`src/rtl/fsup_pkg.sv`:
```
package fsup_pkg;

  // Strobes from the datapath towards the control.
  typedef struct packed {
    logic otFlag;       // synchronized over-temperature flag
    logic uvFlag;       // synchronized undervoltage flag
    logic lowSup;       // synchronized low-supply flag
    logic ocQualified;  // over-current survived the noise mask
    logic rearm;        // enable rose after a long enough low time
  } fsup_evt_t;

  // Strobes from the control back into the datapath.
  typedef struct packed {
    logic ocArm;        // over-current mask counter may run
  } fsup_arm_t;

endpackage

```
`src/rtl/fsup_sync.sv`:
```
module fsup_sync #(
  parameter int WIDTH = 4
) (
  input  logic             clk,
  input  logic             rstN,
  input  logic [WIDTH-1:0] dIn,
  output logic [WIDTH-1:0] dOut
);

  logic [WIDTH-1:0] stage1;
  logic [WIDTH-1:0] stage2;

  for (genvar i = 0; i < WIDTH; i++) begin : g_bit
    always_ff @(posedge clk or negedge rstN) begin
      if (!rstN) begin
        stage1[i] <= 1'b0;
        stage2[i] <= 1'b0;
      end else begin
        stage1[i] <= dIn[i];
        stage2[i] <= stage1[i];
      end
    end
  end

  assign dOut = stage2;

endmodule

```
`src/rtl/fsup_datapath.sv`:
```
module fsup_datapath
  import fsup_pkg::*;
#(
  parameter int MASK_CYCLES    = 100,
  parameter int MIN_LOW_CYCLES = 30000
) (
  input  logic      clk,
  input  logic      rstN,
  input  logic      otFlagRaw,
  input  logic      ocFlagRaw,
  input  logic      uvFlagRaw,
  input  logic      lowSupplyRaw,
  input  logic      enableIn,
  input  fsup_arm_t arm,
  output fsup_evt_t evt
);

  localparam int MASK_W = (MASK_CYCLES > 1) ? $clog2(MASK_CYCLES) : 1;
  localparam int LOW_W  = $clog2(MIN_LOW_CYCLES + 1);
  localparam logic [MASK_W-1:0] MASK_LAST = MASK_W'(MASK_CYCLES - 1);
  localparam logic [LOW_W-1:0]  LOW_FULL  = LOW_W'(MIN_LOW_CYCLES);

  // Synchronizer bit order: 0 ot, 1 oc, 2 uv, 3 low supply
  logic [3:0] rawFlags;
  logic [3:0] syncFlags;
  logic       ocSync;

  assign rawFlags = {lowSupplyRaw, uvFlagRaw, ocFlagRaw, otFlagRaw};

  fsup_sync #(.WIDTH(4)) u_sync (
    .clk (clk),
    .rstN(rstN),
    .dIn (rawFlags),
    .dOut(syncFlags)
  );

  assign ocSync = syncFlags[1];

  // Over-current noise mask: consecutive-cycle counter
  logic [MASK_W-1:0] maskCnt;

  always_ff @(posedge clk or negedge rstN) begin
    if (!rstN) begin
      maskCnt <= '0;
    end else if (!(arm.ocArm && ocSync)) begin
      maskCnt <= '0;
    end else if (maskCnt != MASK_LAST) begin
      maskCnt <= maskCnt + 1'b1;
    end
  end

  // Enable low-time qualification
  logic [LOW_W-1:0] lowCnt;
  logic             enPrev;

  always_ff @(posedge clk or negedge rstN) begin
    if (!rstN) begin
      lowCnt <= '0;
      enPrev <= 1'b1;
    end else begin
      enPrev <= enableIn;
      if (enableIn) begin
        lowCnt <= '0;
      end else if (lowCnt != LOW_FULL) begin
        lowCnt <= lowCnt + 1'b1;
      end
    end
  end

  always_comb begin
    evt.otFlag      = syncFlags[0];
    evt.uvFlag      = syncFlags[2];
    evt.lowSup      = syncFlags[3];
    evt.ocQualified = arm.ocArm && ocSync && (maskCnt == MASK_LAST);
    evt.rearm       = enableIn && !enPrev && (lowCnt == LOW_FULL);
  end

  // a qualified over-current needs the flag high in the previous cycle too
  p_mask_hold_r4: assert property (@(posedge clk) disable iff (!rstN)
    evt.ocQualified |-> $past(ocSync));

  // re-arm only follows a cycle where enable was low
  p_rearm_after_low_r3: assert property (@(posedge clk) disable iff (!rstN)
    evt.rearm |-> $past(!enableIn));

endmodule

```
`src/rtl/fsup_control.sv`:
```
module fsup_control
  import fsup_pkg::*;
(
  input  logic      clk,
  input  logic      rstN,
  input  fsup_evt_t evt,
  input  logic      autoReturn,
  input  logic      standby,
  input  logic      chopStart,
  output fsup_arm_t arm,
  output logic      otActive,
  output logic      ocActive
);

  logic autoMode;
  logic otSet;
  logic otClr;

  assign autoMode  = autoReturn || standby;
  assign otSet     = evt.otFlag && !evt.lowSup;
  assign otClr     = !evt.otFlag && ((autoMode && chopStart) || evt.rearm);
  assign arm.ocArm = !evt.lowSup && !standby;

  always_ff @(posedge clk or negedge rstN) begin
    if (!rstN) begin
      otActive <= 1'b0;
    end else if (otSet) begin
      otActive <= 1'b1;
    end else if (otClr) begin
      otActive <= 1'b0;
    end
  end

  always_ff @(posedge clk or negedge rstN) begin
    if (!rstN) begin
      ocActive <= 1'b0;
    end else if (evt.ocQualified) begin
      ocActive <= 1'b1;
    end else if (evt.rearm) begin
      ocActive <= 1'b0;
    end
  end

  p_oc_needs_mask_r4: assert property (@(posedge clk) disable iff (!rstN)
    $rose(ocActive) |-> $past(evt.ocQualified));

  p_oc_clear_rearm_r5: assert property (@(posedge clk) disable iff (!rstN)
    $fell(ocActive) |-> $past(evt.rearm));

  p_ot_blocked_low_supply_r7: assert property (@(posedge clk) disable iff (!rstN)
    $rose(otActive) |-> $past(!evt.lowSup));

  p_ot_clear_flag_low_r8: assert property (@(posedge clk) disable iff (!rstN)
    $fell(otActive) |-> $past(!evt.otFlag));

  p_ot_latch_needs_rearm_r3: assert property (@(posedge clk) disable iff (!rstN)
    ($fell(otActive) && $past(!autoReturn && !standby)) |-> $past(evt.rearm));

  p_oc_standby_r6: assert property (@(posedge clk) disable iff (!rstN)
    $rose(ocActive) |-> $past(!standby));

endmodule

```
`src/rtl/drv_fault_supervisor.sv`:
```
module drv_fault_supervisor
  import fsup_pkg::*;
#(
  parameter int MASK_CYCLES    = 100,
  parameter int MIN_LOW_CYCLES = 30000
) (
  input  logic clk,
  input  logic rstN,
  input  logic otFlagRaw,
  input  logic ocFlagRaw,
  input  logic uvFlagRaw,
  input  logic lowSupplyRaw,
  input  logic enableIn,
  input  logic autoReturn,
  input  logic standby,
  input  logic chopStart,
  output logic outputOff,
  output logic forceInit,
  output logic alertN
);

  fsup_evt_t evt;
  fsup_arm_t arm;
  logic      otActive;
  logic      ocActive;

  fsup_datapath #(
    .MASK_CYCLES   (MASK_CYCLES),
    .MIN_LOW_CYCLES(MIN_LOW_CYCLES)
  ) u_dp (
    .clk         (clk),
    .rstN        (rstN),
    .otFlagRaw   (otFlagRaw),
    .ocFlagRaw   (ocFlagRaw),
    .uvFlagRaw   (uvFlagRaw),
    .lowSupplyRaw(lowSupplyRaw),
    .enableIn    (enableIn),
    .arm         (arm),
    .evt         (evt)
  );

  fsup_control u_ctrl (
    .clk       (clk),
    .rstN      (rstN),
    .evt       (evt),
    .autoReturn(autoReturn),
    .standby   (standby),
    .chopStart (chopStart),
    .arm       (arm),
    .otActive  (otActive),
    .ocActive  (ocActive)
  );

  assign outputOff = !enableIn || otActive || ocActive || evt.uvFlag;
  assign forceInit = evt.uvFlag;
  assign alertN    = !(otActive || ocActive);

  // undervoltage never raises the alert by itself
  p_uv_no_alert_r9: assert property (@(posedge clk) disable iff (!rstN)
    ($rose(evt.uvFlag) && $past(alertN)) |-> (alertN || $past(evt.otFlag || evt.ocQualified)));

endmodule

```
`config.mk`:
```
export PLATFORM = sky130hd
export DESIGN_NAME = drv_fault_supervisor
export DESIGN_NICKNAME = d
export VERILOG_FILES = /design/src/rtl/fsup_pkg.sv /design/src/rtl/fsup_sync.sv /design/src/rtl/fsup_datapath.sv /design/src/rtl/fsup_control.sv /design/src/rtl/drv_fault_supervisor.sv
export SDC_FILE = /design/constraint.sdc
export NUM_CORES = 1
export LEC_CHECK = 0
export BUFFER_PORTS_ARGS = -buffer_cell sky130_fd_sc_hd__buf_2
export CELL_PAD_IN_SITES_DETAIL_PLACEMENT = 1
export CELL_PAD_IN_SITES_GLOBAL_PLACEMENT = 2
export CORE_ASPECT_RATIO = 0.75
export CORE_MARGIN = 1
export CORE_UTILIZATION = 41
export CTS_BUF_LIST = sky130_fd_sc_hd__clkbuf_16
export DETAILED_ROUTE_END_ITERATION = 16
export HOLD_SLACK_MARGIN = 0.05
export PLACE_DENSITY_LB_ADDON = 0.2
export SLEW_MARGIN = 20
export SYNTH_ARGS = -nofsm -noshare
export SYNTH_HDL_FRONTEND = slang
export SYNTH_HIERARCHICAL = 1
export SYNTH_SLANG_ARGS = --single-unit
```
`constraint.sdc`:
```
create_clock -name clk -period 3.2 [get_ports clk]
set_clock_uncertainty 0.15 [all_clocks]
set_input_delay 0.48 -clock clk [delete_from_list [all_inputs] [get_ports clk]]
set_output_delay 0.48 -clock clk [all_outputs]
set_load 0.005 [all_outputs]
```
==> summary.md <==
| Metric | Value |
|---|---|
| Slowest stage cell, crit path | or4b_4 |
| Design Area, Final | 1765 µm² |
| Status | completed |
| Mean Syn Cell Area | between 10 and 15 µm² |
| Global-route wire length before repair | 5.368 mm |
| Worst EP required | 3.21 ns |
| Post-CTS Setup Repair Bufs | 0 |
| Clock sink count | 33 |
| Pre-CTS setup slack | 0.9109 ns |
| Tcrit/Tclk final | 72.71% |
| Max cap viols | 0 |
| Pre-antenna DRT Iters | 4 |
| Pin count of the biggest net entering global routing | 34 |
| Tightest Hold Check Type | input pin to asynchronous set/reset pin |
| Share of layout cells above drive strength 1 | 17.09% |
| Post-Synthesis Cells | between 100 and 150 |
| Synth top area cells | dfrtp_1 53%, a21oi_1 4.0%, nor2_1 2.7% |
| Crit path kind | flip-flop to flip-flop |
| CTS tree | built |
| Nets | 170 |
| Die height | approximately 55 µm |
| IO Count | 13 |
| Top cell type by total area after synthesis | dfrtp_1 |
| Register area | 827.0 µm² |
| Post_cts resized | 0 |
| Root Driver | clkbuf_16 |
| Clock tree buffer depth | 2 |
| Worst Path Buf+Inv | 2 |
| DR WL/cell | between 15 and 20 µm |
| Post-Syn Nets | 154 |
| CTS Hold Buffers Added | 0 |
| Post-route minimum period | about 2.3 ns |
| Total track usage | about a fifth |
| Initial antenna violation count | 0 |
| Setup TNS | 0 ns |
| GPL Wtd Cong | 0.7819 |
| Synth Register Bits | 33 |
| Sequential-to-total area share from yosys stat | 54.58% |
| Detailed Place HPWL | 2.307 mm |
| # port buffers | 12 |
| Worst r2r src | u_dp/lowCnt[0]$_DFFE_PN0P_ |
| CTS Buf Count | 5 |
| Critical path startpoint category | flip-flop |
| Via count of the first global-routing pass | 1087 |
| Die X | between 70 and 80 µm |
| Worst-margin pin slew | ~0.74 ns |
| Routed vias | ~1100 |
| Max Transition Viols Final | 0 |
| Non-Filler Instances | 208 |
| Vias per inst | 5.418 |
| DP Area | 1627 µm² |
| Warnings from Yosys | 6 |
| Pwr dens | 523.0 nW/µm² |
| Fin worst setup slack | 0.8734 ns |
| # setup viols final | 0 |
| Clk_lat worst skew | 0.27 ns |
| CP Max Fanout | 5 |
| Max-slew headroom | 50.91% |
| VDD IR max | 287.0 µV |
| Area growth from synthesis to layout | 16.52% |
| H-tree Lvls | 2 |
| Crit-path most repeated cell | inv_1 |
| R2r endpoint | u_ctrl/otActive$_DFFE_PN0P_ |
| Grt ovf | 0 |
| Fillers | 391 |
| Ys async rst share | 100.0% |
| Post-synth EDFFs | 0 |
| Reg2Reg Depth | 7 |
| Clock transition at the registers of the reported paths | 0.05 ns |
| Die area | 3945 µm² |
| Final Hold Fails | 0 |
| Antenna-violating nets left | 0 |
| Top cell type's share of synthesized area | 52.85% |
| Antenna cells | 0 |
| # DRC | 0 |
| CP Launch Point | u_dp/lowCnt[0]$_DFFE_PN0P_ |
| Crit path max-delay family | simple AND/OR/NAND/NOR gates |
| Yosys cell types | 35 |
| Drt total wl | 3.335 mm |
| WP data arrival | 2.33 ns |
| Placed Cells | 200 |
| Fmax | 429.8 MHz |
| CP Capture Type | flip-flop |
| Initial Utilization | between 40% and 50% |
| Overall Power | 0.9233 mW |
| Core area | 3401 µm² |
| CP cell instances | inv_1 -> ha_1 -> or4b_4 -> nor4_4 -> and3b_1 -> inv_1 -> a32o_1 |
| Multi-input gate area | 654.4 µm² |
| DR iter-0 viols | 46 |
| Leakage | 0.7355 nW |
| Rows | 18 |
| Max incr delay on CP | 0.48 ns |
| Internal reg-to-reg setup slack | 0.87 ns |
| Mapped Area | 1515 µm² |
| RSZ-0062 raised after global routing | false |
| Top_reg_cell synth | dfrtp_1 |
[per-layer routing]
| layer | track usage [%] | vias up | part of all wire [%] |
|---|---|---|---|
| li1 | - | 541 | - |
| met1 | 25.81 | 568 | 51 |
| met2 | 29.44 | 16 | 44 |
| met3 | 5.893 | 2 | 3.9 |
| met4 | 4.902 | 0 | 0.30 |
| met5 | 0 | - | 0 |
[registers in the layout (all words and copies together), names as in the netlist]
| signal | count |
|---|---|
| u_ctrl/otActive | 1 |
| u_dp/lowCnt | 15 |
| u_dp/u_sync/stage1 | 4 |
| u_dp/enPrev | 1 |
| u_dp/u_sync/dOut | 4 |
| u_dp/maskCnt | 7 |
| u_ctrl/ocActive | 1 |
[cell usage in the layout, fill, tap and decap left out, types with 2 or more instances in the layout]
master / count
o21ai_0: 7
nand3_1: 7
buf_2: 12
nand2_1: 6
nor4_1: 2
nand2b_1: 5
or3_1: 6
ha_1: 3
clkbuf_16: 5
nor2b_1: 4
or4_1: 4
nor2_1: 11
dfrtp_1: 32
mux2_2: 2
clkinv_2: 2
o31ai_1: 4
nand4_1: 4
inv_1: 7
xor2_1: 3
nor3_1: 3
a21oi_1: 12
or4b_4: 2
[cell usage after synthesis (2+ instances only)]
master,count
dfrtp_1,32
a21oi_1,12
nor2_1,11
nand3_1,7
o21ai_0,7
inv_1,6
nand2_1,6
or3_1,6
nand2b_1,5
nand4_1,4
nor2b_1,4
o31ai_1,4
or4_1,4
clkbuf_1,3
ha_1,3
nor3_1,3
xor2_1,3
mux2_2,2
nor4_1,2
or4b_4,2
[final cells by class]
cell class              count  area share (%)
clock buffers               5           7.087
clock inverters             3          0.7796
inverters                   6           1.276
multi-input cells          99           37.07
flip-flops and latches     33           46.85
well taps                  50           3.544
repair buffers             12           3.402
[worst reg2reg max path: stages (launching register included)]
cell	delay, ns
dfrtp_1	0.41
inv_1	0.10
ha_1	0.16
or4b_4	0.48
nor4_4	0.42
and3b_1	0.23
inv_1	0.06
a32o_1	0.21
[kinds of logic after synthesis]
kind of cell	share of synthesized area [%]
XOR/XNOR	2.313
flip-flops	54.58
buffers and inverters	2.229
AO/OA/AOI/OAI	10.65
AND/OR/NAND/NOR	24.61
adder cells (fa/ha/maj)	2.478
multiplexers	3.138
[per-stage QoR]
| step | hold slack [ns] | utilization [%] |
|---|---|---|
| global placement | 0.1828 | 47.83 |
| global route | 0.1542 | 51.91 |
| floorplan | 0.03441 | - |
| CTS | 0.1466 | 51.91 |
| detailed placement | 0.1902 | 47.83 |
| finish | 0.1206 | 51.91 |
[power breakdown]
part           leakage, nW  switching, mW  internal, mW  total, mW
combinational        0.228         0.0260        0.0186     0.0446
sequential           0.433        0.00812         0.429      0.437
clock               0.0748          0.160         0.282      0.441
total                0.736          0.194         0.730      0.923
[worst max-delay path by stage]
stage                                  end  depth (start not counted)
6_report       u_ctrl/otActive$_DFFE_PN0P_                          7
5_1_grt        u_ctrl/otActive$_DFFE_PN0P_                          7
4_1_cts        u_ctrl/otActive$_DFFE_PN0P_                          7
3_5_place_dp   u_ctrl/otActive$_DFFE_PN0P_                          7
3_3_place_gp   u_ctrl/otActive$_DFFE_PN0P_                          7
2_1_floorplan  u_ctrl/otActive$_DFFE_PN0P_                          7
(Power assumes the default switching activity.)
